$ cat config.mk
export PLATFORM = sky130hd
export DESIGN_NAME = tick_timer
export DESIGN_NICKNAME = d
export VERILOG_FILES = /design/src/rtl/tmr_pkg.sv /design/src/rtl/tmr_prescaler.sv /design/src/rtl/tmr_counter.sv /design/src/rtl/tick_timer.sv
export SDC_FILE = /design/constraint.sdc
export NUM_CORES = 1
export LEC_CHECK = 0
export ABC_AREA = 1
export BUFFER_PORTS_ARGS = -buffer_cell sky130_fd_sc_hd__buf_2
export CAP_MARGIN = 20
export CORE_ASPECT_RATIO = 0.75
export CORE_MARGIN = 2
export CORE_UTILIZATION = 54
export CTS_CLUSTER_SIZE = 40
export DETAILED_ROUTE_END_ITERATION = 7
export PLACE_DENSITY_LB_ADDON = 0.12
export SYNTH_ARGS = -nofsm -noshare
export SYNTH_HDL_FRONTEND = slang
export SYNTH_SLANG_ARGS = --single-unit
$ cat constraint.sdc
create_clock -name clk -period 1.8 [get_ports clk]
set_input_delay 0.36 -clock clk [delete_from_list [all_inputs] [get_ports clk]]
set_output_delay 0.36 -clock clk [all_outputs]
set_load 0.005 [all_outputs]
$ cat src/rtl/tmr_pkg.sv
package tmr_pkg;

   typedef enum logic [1:0] {
      REG_COUNT  = 2'd0,
      REG_MODULO = 2'd1,
      REG_CTRL   = 2'd2,
      REG_NONE   = 2'd3
   } tmr_reg_e;

   localparam int CTRL_W = 3;
   localparam int RUN_BIT = 2;

   function automatic int max4(input int a, input int b, input int c, input int d);
      int m;
      m = a;
      if (b > m) m = b;
      if (c > m) m = c;
      if (d > m) m = d;
      return m;
   endfunction

endpackage

$ cat src/rtl/tmr_prescaler.sv
module tmr_prescaler #(
   parameter int SH0 = 10,
   parameter int SH1 = 4,
   parameter int SH2 = 6,
   parameter int SH3 = 8
) (
   input  logic       clk,
   input  logic       rst_n,
   input  logic       run,
   input  logic       restart,
   input  logic [1:0] sel,
   output logic       tick
);

   localparam int PRE_W = tmr_pkg::max4(SH0, SH1, SH2, SH3);
   localparam logic [PRE_W-1:0] ONE  = {{(PRE_W-1){1'b0}}, 1'b1};
   localparam logic [PRE_W-1:0] LIM0 = (ONE << SH0) - ONE;
   localparam logic [PRE_W-1:0] LIM1 = (ONE << SH1) - ONE;
   localparam logic [PRE_W-1:0] LIM2 = (ONE << SH2) - ONE;
   localparam logic [PRE_W-1:0] LIM3 = (ONE << SH3) - ONE;

   generate
      if (SH0 < 1 || SH1 < 1 || SH2 < 1 || SH3 < 1) begin : g_bad_shift
         $error("tmr_prescaler: every divide shift must be at least 1");
      end
   endgenerate

   logic [PRE_W-1:0] pre_q;
   logic [PRE_W-1:0] lim;

   always_comb begin
      case (sel)
         2'd0:    lim = LIM0;
         2'd1:    lim = LIM1;
         2'd2:    lim = LIM2;
         default: lim = LIM3;
      endcase
   end

   assign tick = run && (pre_q == lim);

   always_ff @(posedge clk or negedge rst_n) begin
      if (!rst_n)                        pre_q <= '0;
      else if (restart || !run || tick)  pre_q <= '0;
      else                               pre_q <= pre_q + ONE;
   end


   restart_phase_chk: assert property (@(posedge clk) disable iff (!rst_n)
      restart |=> !tick);


   tick_spacing_chk: assert property (@(posedge clk) disable iff (!rst_n)
      tick |=> !tick);

endmodule

$ cat src/rtl/tmr_counter.sv
module tmr_counter #(
   parameter int CNT_W = 8
) (
   input  logic             clk,
   input  logic             rst_n,
   input  logic             tick,
   input  logic             cnt_we,
   input  logic [CNT_W-1:0] cnt_wdata,
   input  logic [CNT_W-1:0] mod_q,
   output logic [CNT_W-1:0] count_q,
   output logic             ovf_q
);

   localparam logic [CNT_W-1:0] TOP = {CNT_W{1'b1}};

   logic at_top;
   assign at_top = (count_q == TOP);

   always_ff @(posedge clk or negedge rst_n) begin
      if (!rst_n) begin
         count_q <= '0;
         ovf_q   <= 1'b0;
      end else begin
         ovf_q <= tick && at_top;
         if (cnt_we)      count_q <= cnt_wdata;
         else if (tick)   count_q <= at_top ? mod_q : count_q + 1'b1;
      end
   end


   reload_chk: assert property (@(posedge clk) disable iff (!rst_n)
      (tick && !cnt_we && count_q == TOP) |=> count_q == $past(mod_q));


   write_wins_chk: assert property (@(posedge clk) disable iff (!rst_n)
      cnt_we |=> count_q == $past(cnt_wdata));


   idle_hold_chk: assert property (@(posedge clk) disable iff (!rst_n)
      (!tick && !cnt_we) |=> $stable(count_q));


   irq_single_chk: assert property (@(posedge clk) disable iff (!rst_n)
      ovf_q |=> !ovf_q);

endmodule

$ cat src/rtl/tick_timer.sv
module tick_timer #(
   parameter int CNT_W  = 8,
   parameter int SH_R00 = 10,
   parameter int SH_R01 = 4,
   parameter int SH_R10 = 6,
   parameter int SH_R11 = 8
) (
   input  logic             clk,
   input  logic             rst_n,
   input  logic             wr_en,
   input  logic [1:0]       wr_addr,
   input  logic [CNT_W-1:0] wr_data,
   output logic [CNT_W-1:0] count_o,
   output logic [CNT_W-1:0] modulo_o,
   output logic [2:0]       ctrl_o,
   output logic             irq_o
);

   import tmr_pkg::*;

   generate
      if (CNT_W < CTRL_W) begin : g_bad_width
         $error("tick_timer: CNT_W must hold the control bits");
      end
   endgenerate

   tmr_reg_e           sel_reg;
   logic               we_cnt, we_mod, we_ctrl;
   logic [CNT_W-1:0]   mod_q;
   logic [CTRL_W-1:0]  ctrl_q;
   logic               tick;
   logic [CNT_W-1:0]   count_q;

   assign sel_reg = tmr_reg_e'(wr_addr);
   assign we_cnt  = wr_en && (sel_reg == REG_COUNT);
   assign we_mod  = wr_en && (sel_reg == REG_MODULO);
   assign we_ctrl = wr_en && (sel_reg == REG_CTRL);

   always_ff @(posedge clk or negedge rst_n) begin
      if (!rst_n) begin
         mod_q  <= '0;
         ctrl_q <= '0;
      end else begin
         if (we_mod)  mod_q  <= wr_data;
         if (we_ctrl) ctrl_q <= wr_data[CTRL_W-1:0];
      end
   end

   tmr_prescaler #(
      .SH0(SH_R00), .SH1(SH_R01), .SH2(SH_R10), .SH3(SH_R11)
   ) u_pre (
      .clk     (clk),
      .rst_n   (rst_n),
      .run     (ctrl_q[RUN_BIT]),
      .restart (we_ctrl),
      .sel     (ctrl_q[1:0]),
      .tick    (tick)
   );

   tmr_counter #(.CNT_W(CNT_W)) u_cnt (
      .clk       (clk),
      .rst_n     (rst_n),
      .tick      (tick),
      .cnt_we    (we_cnt),
      .cnt_wdata (wr_data),
      .mod_q     (mod_q),
      .count_q   (count_q),
      .ovf_q     (irq_o)
   );

   assign count_o  = count_q;
   assign modulo_o = mod_q;
   assign ctrl_o   = ctrl_q;


   stopped_no_tick_chk: assert property (@(posedge clk) disable iff (!rst_n)
      !ctrl_q[RUN_BIT] |-> !tick);


   irq_source_chk: assert property (@(posedge clk) disable iff (!rst_n)
      irq_o |-> $past(count_q) == {CNT_W{1'b1}});


   unused_addr_chk: assert property (@(posedge clk) disable iff (!rst_n)
      (wr_en && sel_reg == REG_NONE) |=> ($stable(mod_q) && $stable(ctrl_q)));

endmodule

==> impl_results.md, run 1 <==
* Buf+Inv Stages, Crit Path at 1
* Cell count after synthesis at 227
* Filler cells at 267
* Critical Path Most Common Cell: nand2_1
* Crit-path max cell delay at 0.37 ns
* Post-synth top area share at 43.67%
* FP Rows at 17
* Crit path capture type: flop
* # diodes at 0
* CP arrival at 1.81 ns
* Final WS setup at 0.2041 ns
* CP delay by family, top: simple AND/OR/NAND/NOR gates
* Net Count, Synth at 244
* CP startpoint: ctrl_o[0]
* Vias/cell at 5.148
* Most common library cells after synthesis: 65 x nand2_1, 31 x nand3_1, 30 x dfrtp_1
* First-pass GRT wire length at 6492 um
* Simple-Gate Fraction of Synth Area at 36.61%
* Main combinational cell family by area after synthesis: simple AND/OR/NAND/NOR gates
* Initial Util at 57.73%
* Clock Path Buffers at 2
* MaxCap Viol Count at 0
* CP Class: reg -> reg
* Synth area leaders: dfrtp_1 44%, nand2_1 14%, nand3_1 9.0%
* Number of antenna violations at the first check in global routing at 0
* DR pass1 iterations at 4
* # hold bufs at CTS at 0
* RSZ-0062 raised after global routing: false
* TNS Setup at 0 ns
* Top-count cell post-synth: nand2_1
* Post-synthesis mux area share at 2.620%
* Final-report hold violation count at 0
* Status: finished clean
* Util after Layout at 67.98%
* Average size of a mapped cell at 7.573 um^2
* Cell Area, Synth at 1719 um^2
* Slowest-stage cell, CP: dfrtp_1
* CTS Sinks at 30
* GR Overflow Total at 0
* Via Count at 1,565
* DRT iter0 DRCs at 122
* Worst skew pair latency at 0.27 ns
* Top FF cell, synth: dfrtp_1
* Adder-Cell Fraction of Synth Area at 2.911%
* Seq cells post-synth at 30
* CTS buffer count at 5
* RePlAce Congestion at 0.8836
* Cell area after layout at 2024 um^2
* H-Tree Depth at 2
* Synth Area in XOR/XNOR at 1.019%
* Count of input and output buffers at 32
* Pwr dens at 916.3 nW/um^2
* Ys Warns at 0
* ANT nets after route at 0
* Critical path launch point type: flop
* Layout Cells excl Fill at 304
* Post-synth EDFFs at 0
* Yosys cell types at 25
* Worst Tran Pin Value at 0.6617 ns
* Worst hold-check path type: in -> async
* Total GRT Usage at 23.17%
* Post-cts resize count at 0
* Final Skew at 0.005487 ns
* Async SR Flop Fraction at 100.0%
* Largest fanout on the critical path at 12
* Vias in the first global route at 1,384
* Routed len/inst at 12.54 um
* Largest net degree at the start of global routing at 31
* Final setup violation count at 0
* Die width at 69.15 um
* Max-slew headroom at 55.88%
* Core area at 2978 um^2
* Sequential element share of the synthesized area at 43.67%
* Layout cells sized above 1 at 22.18%
* HPWL after detailed placement at 2817 um
* Final slew viol count at 0
* Worst hold margin at 0.1173 ns
* CTS clk-pin slew, worst paths at 0.06 ns
* Io pins at 33
* CP Cell Sequence: inv_1, ha_1, o21ai_1, nand2_1, nor2_1, nand2_4, nor2_2, nand2_1, nand3_1
* Total wire length at 3811 um
* Die Ht at 52.87 um
* Dpl cell area at 1921 um^2
* Fin crit period at 1.596 ns
* Area delta synth->final at 17.76%
* Max Freq at 626.6 MHz
* CTS tree: yes
* Leak pwr at 1.065 nW
* Max VDD drop at 599.0 uV
* Dpl cells at 296
* DP Worst Slack at 0.1515 ns
* Root Driver: clkbuf_8
* Postcts setup bufs at 0
* Required @ worst endpoint at 2.01 ns
* Final cycle utilization of the critical path at 88.66%
* Final nets at 282
* Total power at 1.855 mW
* Area leader, netlist: dfrtp_1
* Die area at 3656 um^2
* Worst r2r src: ctrl_o[0]
* DRC errors left at 0
* Post-synthesis compound-gate area fraction at 5.604%
[flip-flops by register name (all words and copies together) (netlist names)]
name	cells
u_cnt.count_q	8
u_pre.pre_q	10
ctrl_o	3
u_cnt.ovf_q	1
modulo_o	8
[worst reg2reg max path, cell delays in order (launching register included)]
cell     delay (ns)
dfrtp_1        0.37
inv_1          0.06
ha_1           0.31
o21ai_1        0.11
nand2_1        0.06
nor2_1         0.17
nand2_4        0.16
nor2_2         0.16
nand2_1        0.08
nand3_1        0.06
[per-layer routing]
layer / global-route usage [%] / part of all wire (%)
met5: 0 / 0
met4: 7.190 / 0.79
met3: 5.143 / 7.7
met2: 35.26 / 43
met1: 33.25 / 49
[path summary, 6_finish.rpt]
| check | slack [ns] | endpoint | cells after the start |
|---|---|---|---|
| worst max-delay path | 0.20 | u_cnt.count_q[2] | 9 |
| worst min-delay path | 0.12 | u_pre.pre_q[3] | 1 |
| worst max register to register | 0.20 | u_cnt.count_q[2] | 9 |
| worst min register to register | 0.46 | u_pre.pre_q[0] | 1 |
| max in group asynchronous | 1.25 | modulo_o[2] | 1 |
| min in group clk | 0.32 | u_cnt.count_q[7] | 3 |
[report_power, final]
group | switching, mW | leakage, nW | total (mW) | internal (mW)
Clock | 0.242 | 0.0482 | 0.549 | 0.308
Combinational | 0.246 | 0.631 | 0.441 | 0.196
Sequential | 0.0991 | 0.385 | 0.864 | 0.765
[cell usage in the layout (no fill, tap or decap), drive strengths merged, types with 4 or more instances in the layout]
| master | Yosys | layout |
|---|---|---|
| buf | 4 | 35 |
| clkbuf | 0 | 7 |
| dfrtp | 30 | 30 |
| ha | 4 | 4 |
| inv | 27 | 27 |
| mux2 | 4 | 4 |
| nand2 | 72 | 72 |
| nand3 | 31 | 31 |
| nor2 | 28 | 28 |
| o21ai | 13 | 13 |
[cell type report]
cell class | instances | area (um^2) | area share, %
multi-input combinational | 166 | 850.8 | 42.03
sequential | 30 | 750.7 | 37.08
timing repair buffer | 35 | 182.7 | 9.023
inverter | 27 | 101.3 | 5.006
clock buffer | 7 | 86.33 | 4.265
tap | 38 | 47.55 | 2.349
clock inverter | 1 | 5.005 | 0.2472
[cells by family (layout without fill, tap and decap cells)]
group | Yosys count | after routing
xor+xnor | 2 | 2
mux | 4 | 4
buf+inv | 31 | 70
fa+ha+maj | 4 | 4
compound gates | 18 | 18
flops | 30 | 30
simple gates | 138 | 138
Note: power is estimated with default switching activity, not from simulation.
==> run 2, diff against run 1 <==
--- a/config.mk
+++ b/config.mk
@@ -14,6 +14,7 @@
 export CTS_CLUSTER_SIZE = 40
 export DETAILED_ROUTE_END_ITERATION = 7
 export PLACE_DENSITY_LB_ADDON = 0.12
+export REMOVE_ABC_BUFFERS = 1
 export SYNTH_ARGS = -nofsm -noshare
 export SYNTH_HDL_FRONTEND = slang
 export SYNTH_SLANG_ARGS = --single-unit
==> impl_results.md, run 2 (same netlist as run 1, synthesis figures left out) <==
* Status: finished clean
* Util after Layout at 67.56% (-0.42 points)
* Met1 Wirelength at 1850 um (about the same)
* Via Count at 1,580 (+0.96%)
* Routed len/inst at 12.66 um (+1.0%)
* Required @ worst endpoint at 2.02 ns (about the same)
* Clock Path Buffers at 2 (unchanged)
* Critical Path Most Common Cell: nand2_1
* Final Skew at 0.004781 ns (-0.0007061 ns)
* CTS tree: yes
* Max-slew headroom at 55.55% (-0.33 points)
* Worst Tran Pin Value at 0.6667 ns (+0.004971 ns)
* Dpl cells at 296 (unchanged)
* FP Rows at 17 (unchanged)
* Die area at 3656 um^2 (unchanged)
* Vias in the first global route at 1,426 (+3.0%)
* CP arrival at 1.80 ns (about the same)
* Leading cell type in the layout, fill and taps excluded: nand2_1
* Worst skew pair latency at 0.28 ns (about the same)
* Largest register FFs at 10 (unchanged)
* Layout cells sized above 1 at 22.26% (+0.084 points)
* DR pass1 iterations at 4 (unchanged)
* Total wire length at 3837 um (+0.68%)
* GR Overflow Total at 0 (unchanged)
* Layout Cells excl Fill at 303 (-0.33%)
* Worst hold-check path type: in -> async
* Initial Util at 57.73% (unchanged)
* Io pins at 33 (unchanged)
* CP Cell Sequence: inv_1, ha_1, o21ai_1, nand2_1, nor2_1, nand2_4, nor2_2, nand2_1, nand3_1
* Leak pwr at 1.061 nW (-0.35%)
* DP Worst Slack at 0.1316 ns (-0.01985 ns)
* Core area at 2978 um^2 (unchanged)
* CP delay by family, top: simple AND/OR/NAND/NOR gates
* HPWL after detailed placement at 2877 um (+2.1%)
* Root Driver: clkbuf_8
* Buf+Inv Stages, Crit Path at 1 (unchanged)
* Crit path capture type: flop
* Met2 Routed Length at 1607 um (-1.8%)
* Largest fanout on the critical path at 12 (unchanged)
* Number of antenna violations at the first check in global routing at 0 (unchanged)
* Max Freq at 632.4 MHz (+0.93%)
* Die width at 69.15 um (unchanged)
* ANT nets after route at 0 (unchanged)
* Crit-path max cell delay at 0.36 ns (about the same)
* Final slew viol count at 0 (unchanged)
* CTS clk-pin slew, worst paths at 0.06 ns (about the same)
* Total power at 1.828 mW (-1.5%)
* Largest Register: u_pre.pre_q
* Slowest-stage cell, CP: dfrtp_1
* Die Ht at 52.87 um (unchanged)
* Critical path launch point type: flop
* Max VDD drop at 632.9 uV (+5.7%)
* Most frequent cells in the layout: 65 x nand2_1, 32 x buf_2, 31 x nand3_1
* # diodes at 0 (unchanged)
* RePlAce Congestion at 0.8453 (-4.3%)
* Largest net degree at the start of global routing at 31 (unchanged)
* First-pass GRT wire length at 6548 um (+0.86%)
* Total GRT Usage at 23.59% (+0.42 points)
* Count of input and output buffers at 32 (unchanged)
* Final-report hold violation count at 0 (unchanged)
* Vias/cell at 5.215 (+1.3%)
* DRC errors left at 0 (unchanged)
* CTS buffer count at 5 (unchanged)
* Fin crit period at 1.581 ns (-0.01463 ns)
* Area delta synth->final at 17.03%
* H-Tree Depth at 2 (unchanged)
* Final WS setup at 0.2187 ns (+0.01463 ns)
* Max layer used: met4
* TNS Setup at 0 ns (unchanged)
* Final cycle utilization of the critical path at 87.85% (-0.81 points)
* WL met3 at 346 um (+18%)
* Final nets at 282 (unchanged)
* MaxCap Viol Count at 0 (unchanged)
* CP Class: reg -> reg
* DRT iter0 DRCs at 171 (+40%)
* Final setup violation count at 0 (unchanged)
* CTS Sinks at 30 (unchanged)
* RSZ-0062 raised after global routing: false
* Pwr dens at 908.3 nW/um^2 (-0.87%)
-- run 2: report_power, final --
group	internal [mW]	total (mW)	switching (mW)	leakage [nW]
clock	0.259	0.507	0.249	0.0438
sequential	0.765	0.863	0.0972	0.385
combinational	0.202	0.458	0.255	0.632
total	1.23	1.83	0.601	1.06
-- run 2: worst paths after layout --
check                                     from          endpoint  slack, ns  cells after the start
worst min register to register  u_pre.pre_q[0]    u_pre.pre_q[0]       0.48                      1
max in group asynchronous                rst_n  u_cnt.count_q[7]       1.26                      1
worst min-delay path                     rst_n         ctrl_o[0]       0.10                      1
min in group clk                    wr_data[1]         ctrl_o[1]       0.30                      3
worst max register to register       ctrl_o[0]  u_cnt.count_q[4]       0.22                      9
worst max-delay path                 ctrl_o[0]  u_cnt.count_q[4]       0.22                      9
-- run 2: stage by stage --
step / hold slack, ns / area, um^2
floorplan: 0.06441 / 1690
global placement: 0.4269 / 1921
detailed placement: 0.4285 / 1921
CTS: 0.1232 / 1999
global route: 0.1614 / 2012
finish: 0.1048 / 2012
-- run 2: area by class of cell --
type	count	area, um^2
Fill cell	271	965.9
Multi-Input combinational cell	166	850.8
Timing Repair Buffer	35	182.7
Clock buffer	5	68.82
Sequential cell	30	750.7
Inverter	27	101.3
Tap cell	38	47.55
Clock inverter	2	10.01
-- run 2: what timing repair did --
item                       4_1_cts  5_1_grt
setup endpoints to repair        0       12
gates resized for setup          0        4
hold buffers                     0        0
buffers inserted                 0        0
-- run 2: routing by layer --
layer  vias to the layer above  GRT usage [%]
met1                       710          34.22
met2                        61          34.13
li1                        804              -
met4                         0          8.170
met5                         -              0
met3                         5          6.095
==> run 3, diff against run 2 <==
--- a/config.mk
+++ b/config.mk
@@ -8,7 +8,6 @@
 export ABC_AREA = 1
 export BUFFER_PORTS_ARGS = -buffer_cell sky130_fd_sc_hd__buf_2
 export CAP_MARGIN = 20
-export CORE_ASPECT_RATIO = 0.75
 export CORE_MARGIN = 2
 export CORE_UTILIZATION = 54
 export CTS_CLUSTER_SIZE = 40
==> impl_results.md, run 3 (same netlist as run 1, synthesis figures left out) <==
* Status: finished clean
* CP delay by family, top: simple AND/OR/NAND/NOR gates
* Root Driver: clkbuf_4
* CP Class: reg -> reg
* Capturing point of the worst reg2reg path: u_pre.pre_q[3]
* Critical path launch point type: flop
* Max layer used: met4
* Worst hold-check path type: in -> async
* GR Overflow Total at 0 (unchanged)
* CTS buffer count at 5 (unchanged)
* Die area at 3651 um^2 (-0.12%)
* Clk network pwr share at 35.7% (+7.9 points)
* Total GRT Usage at 24.23% (+0.64 points)
* Clock Path Buffers at 2 (unchanged)
* Int Pwr at 1.427 mW (+16%)
* Sequential cell area at 750.7 um^2 (unchanged)
* Total wire length at 3766 um (-1.9%)
* R2R setup slack at 0.17 ns (-0.05 ns)
* Core area at 3053 um^2 (+2.5%)
* Final-report hold violation count at 0 (unchanged)
* Final cycle utilization of the critical path at 90.60% (+2.8 points)
* Layout cells sized above 1 at 22.26% (unchanged)
* Met2 Routed Length at 1907 um (+19%)
* RePlAce Congestion at 0.8451 (about the same)
* Total power at 2.014 mW (+10%)
* Routed len/inst at 12.19 um (-3.8%)
* Die width at 60.43 um (-13%)
* WL met3 at 187 um (-46%)
* Worst skew pair latency at 0.34 ns (+0.06 ns)
* Max-slew headroom at 55.74% (+0.19 points)
* Leading cell type in the layout, fill and taps excluded: nand2_1
* Die Ht at 60.43 um (+14%)
* Fin crit period at 1.631 ns (+0.04956 ns)
* MaxCap Viol Count at 0 (unchanged)
* CP arrival at 1.85 ns (+0.05 ns)
* First-pass GRT wire length at 6492 um (-0.86%)
* Initial Util at 56.31% (-1.4 points)
* Largest net degree at the start of global routing at 31 (unchanged)
* Final setup violation count at 0 (unchanged)
* Area delta synth->final at 18.63%
* Vias/cell at 4.981 (-4.5%)
* P_sw at 0.5870 mW (-2.4%)
* Worst r2r src: ctrl_o[0]
* CTS clk-pin slew, worst paths at 0.11 ns (+0.05 ns)
* Postcts setup bufs at 0 (unchanged)
* Sequential share of power at 42.8% (-4.4 points)
* Largest register FFs at 10 (unchanged)
* Slowest-stage cell, CP: dfrtp_1
* Layout Cells excl Fill at 309 (+2.0%)
* Final slew viol count at 0 (unchanged)
* Vias in the first global route at 1,498 (+5.0%)
* DRT iter0 DRCs at 83 (-51%)
* RSZ-0062 raised after global routing: false
* Worst hold margin at 0.03289 ns (-0.07195 ns)
* Largest fanout on the critical path at 12 (unchanged)
* TNS Setup at 0 ns (unchanged)
* Crit path capture type: flop
* Largest Register: u_pre.pre_q
* # diodes at 0 (unchanged)
* CTS tree: yes
* Dpl cells at 301 (+1.7%)
* Final Skew at 0.01871 ns (+0.01393 ns)
* CTS Sinks at 30 (unchanged)
* Worst r2r path cells at 8 (-1)
* Io pins at 33 (unchanged)
* Met1 Wirelength at 1631 um (-12%)
* Multi-input gate area at 845.8 um^2 (-0.59%)
* CP startpoint: ctrl_o[0]
* HPWL after detailed placement at 2693 um (-6.4%)
* Max VDD drop at 810.7 uV (+28%)
* Comb power frac at 21.5% (-3.5 points)
* Crit-path max cell delay at 0.38 ns (+0.02 ns)
* Via Count at 1,539 (-2.6%)
* DR pass1 iterations at 4 (unchanged)
* Worst Tran Pin Value at 0.6639 ns (-0.002807 ns)
* Required @ worst endpoint at 2.02 ns (about the same)
* Final nets at 281 (-0.35%)
* Filler cells at 297 (+9.6%)
* Number of antenna violations at the first check in global routing at 0 (unchanged)
* DRC errors left at 0 (unchanged)
* Count of input and output buffers at 32 (unchanged)
* Pwr dens at 987.6 nW/um^2 (+8.7%)
* Max Freq at 613.2 MHz (-3.0%)
* H-Tree Depth at 2 (unchanged)
* Buf+Inv Stages, Crit Path at 1 (unchanged)
* FP Rows at 20 (+3)
* CP Cell Sequence: inv_1, ha_1, o21ai_1, nand2_1, nor2_1, nand2_4, nand2_2, nor3_1
* ANT nets after route at 0 (unchanged)
* Switch share at 29.14% (-3.8 points)
* Leak pwr at 1.070 nW (+0.82%)
* Most frequent cells in the layout: 65 x nand2_1, 32 x buf_2, 31 x nand3_1
run 3: cell types whose count changed in the layout (fill, tap and decap cells not counted):
cell	delta
buf_4	-1
bufinv_16	+2
clkbuf_4	+5
clkbuf_8	-4
clkinv_2	-2
nand2_2	+1
nand2_4	-1
o21ai_0	+1
o21ai_1	-1
run 3: area by class of cell:
cell class              instances  area share [%]
well taps                      44           2.699
inverters                      27           4.969
repair buffers                 34           8.589
flip-flops and latches         30           36.81
multi-input cells             166           41.47
clock inverters                 2           2.945
clock buffers                   6           2.515
run 3: power by group through the flow:
stage               clock network, mW  registers, mW  logic, mW
floorplan                           0          0.866      0.260
global placement                    0          0.872      0.424
detailed placement                  0          0.871      0.431
CTS                             0.726          0.860      0.436
global route                    0.761          0.876      0.506
finish                          0.719          0.863      0.433
run 3: worst max path at each step:
stage,endpoint,slack (ns),cells after the start
6_report,u_pre.pre_q[3],0.17,8
2_1_floorplan,u_cnt.count_q[2],0.33,9
4_1_cts,u_cnt.count_q[6],0.11,9
3_3_place_gp,u_cnt.count_q[6],0.24,9
3_5_place_dp,u_cnt.count_q[2],0.14,9
5_1_grt,u_cnt.count_q[6],0.03,9
run 3: layer usage:
layer | vias to the layer above | track usage [%]
met4 | 0 | 9.627
met3 | 5 | 5.117
li1 | 795 | -
met2 | 37 | 41.46
met5 | - | 0
met1 | 702 | 30.00
run 3: worst register-to-register path: cells and delay by family, from the launching register on:
kind / cells / cell delay [ns]
buffers and inverters: 1 / 0.07
DFF: 1 / 0.38
AOI/OAI and AO/OA: 1 / 0.11
and+or+nand+nor: 5 / 0.64
adders and majority gates: 1 / 0.31
run 3: through the flow:
| stage | util (%) | setup slack (ns) | instance area, um^2 |
|---|---|---|---|
| 6_report | 66.80 | 0.1691 | 2039 |
| 3_5_place_dp | 62.91 | 0.1416 | 1921 |
| 3_3_place_gp | 62.91 | 0.2391 | 1921 |
| 2_1_floorplan | - | 0.3306 | 1690 |
| 5_1_grt | 66.80 | 0.03234 | 2039 |
| 4_1_cts | 66.56 | 0.1123 | 2032 |
run 3: timing repair:
item,CTS,global route
endpoints found under the setup margin,0,5
hold endpoints to repair,0,0
hold buffers,0,0
gates resized for setup,0,2
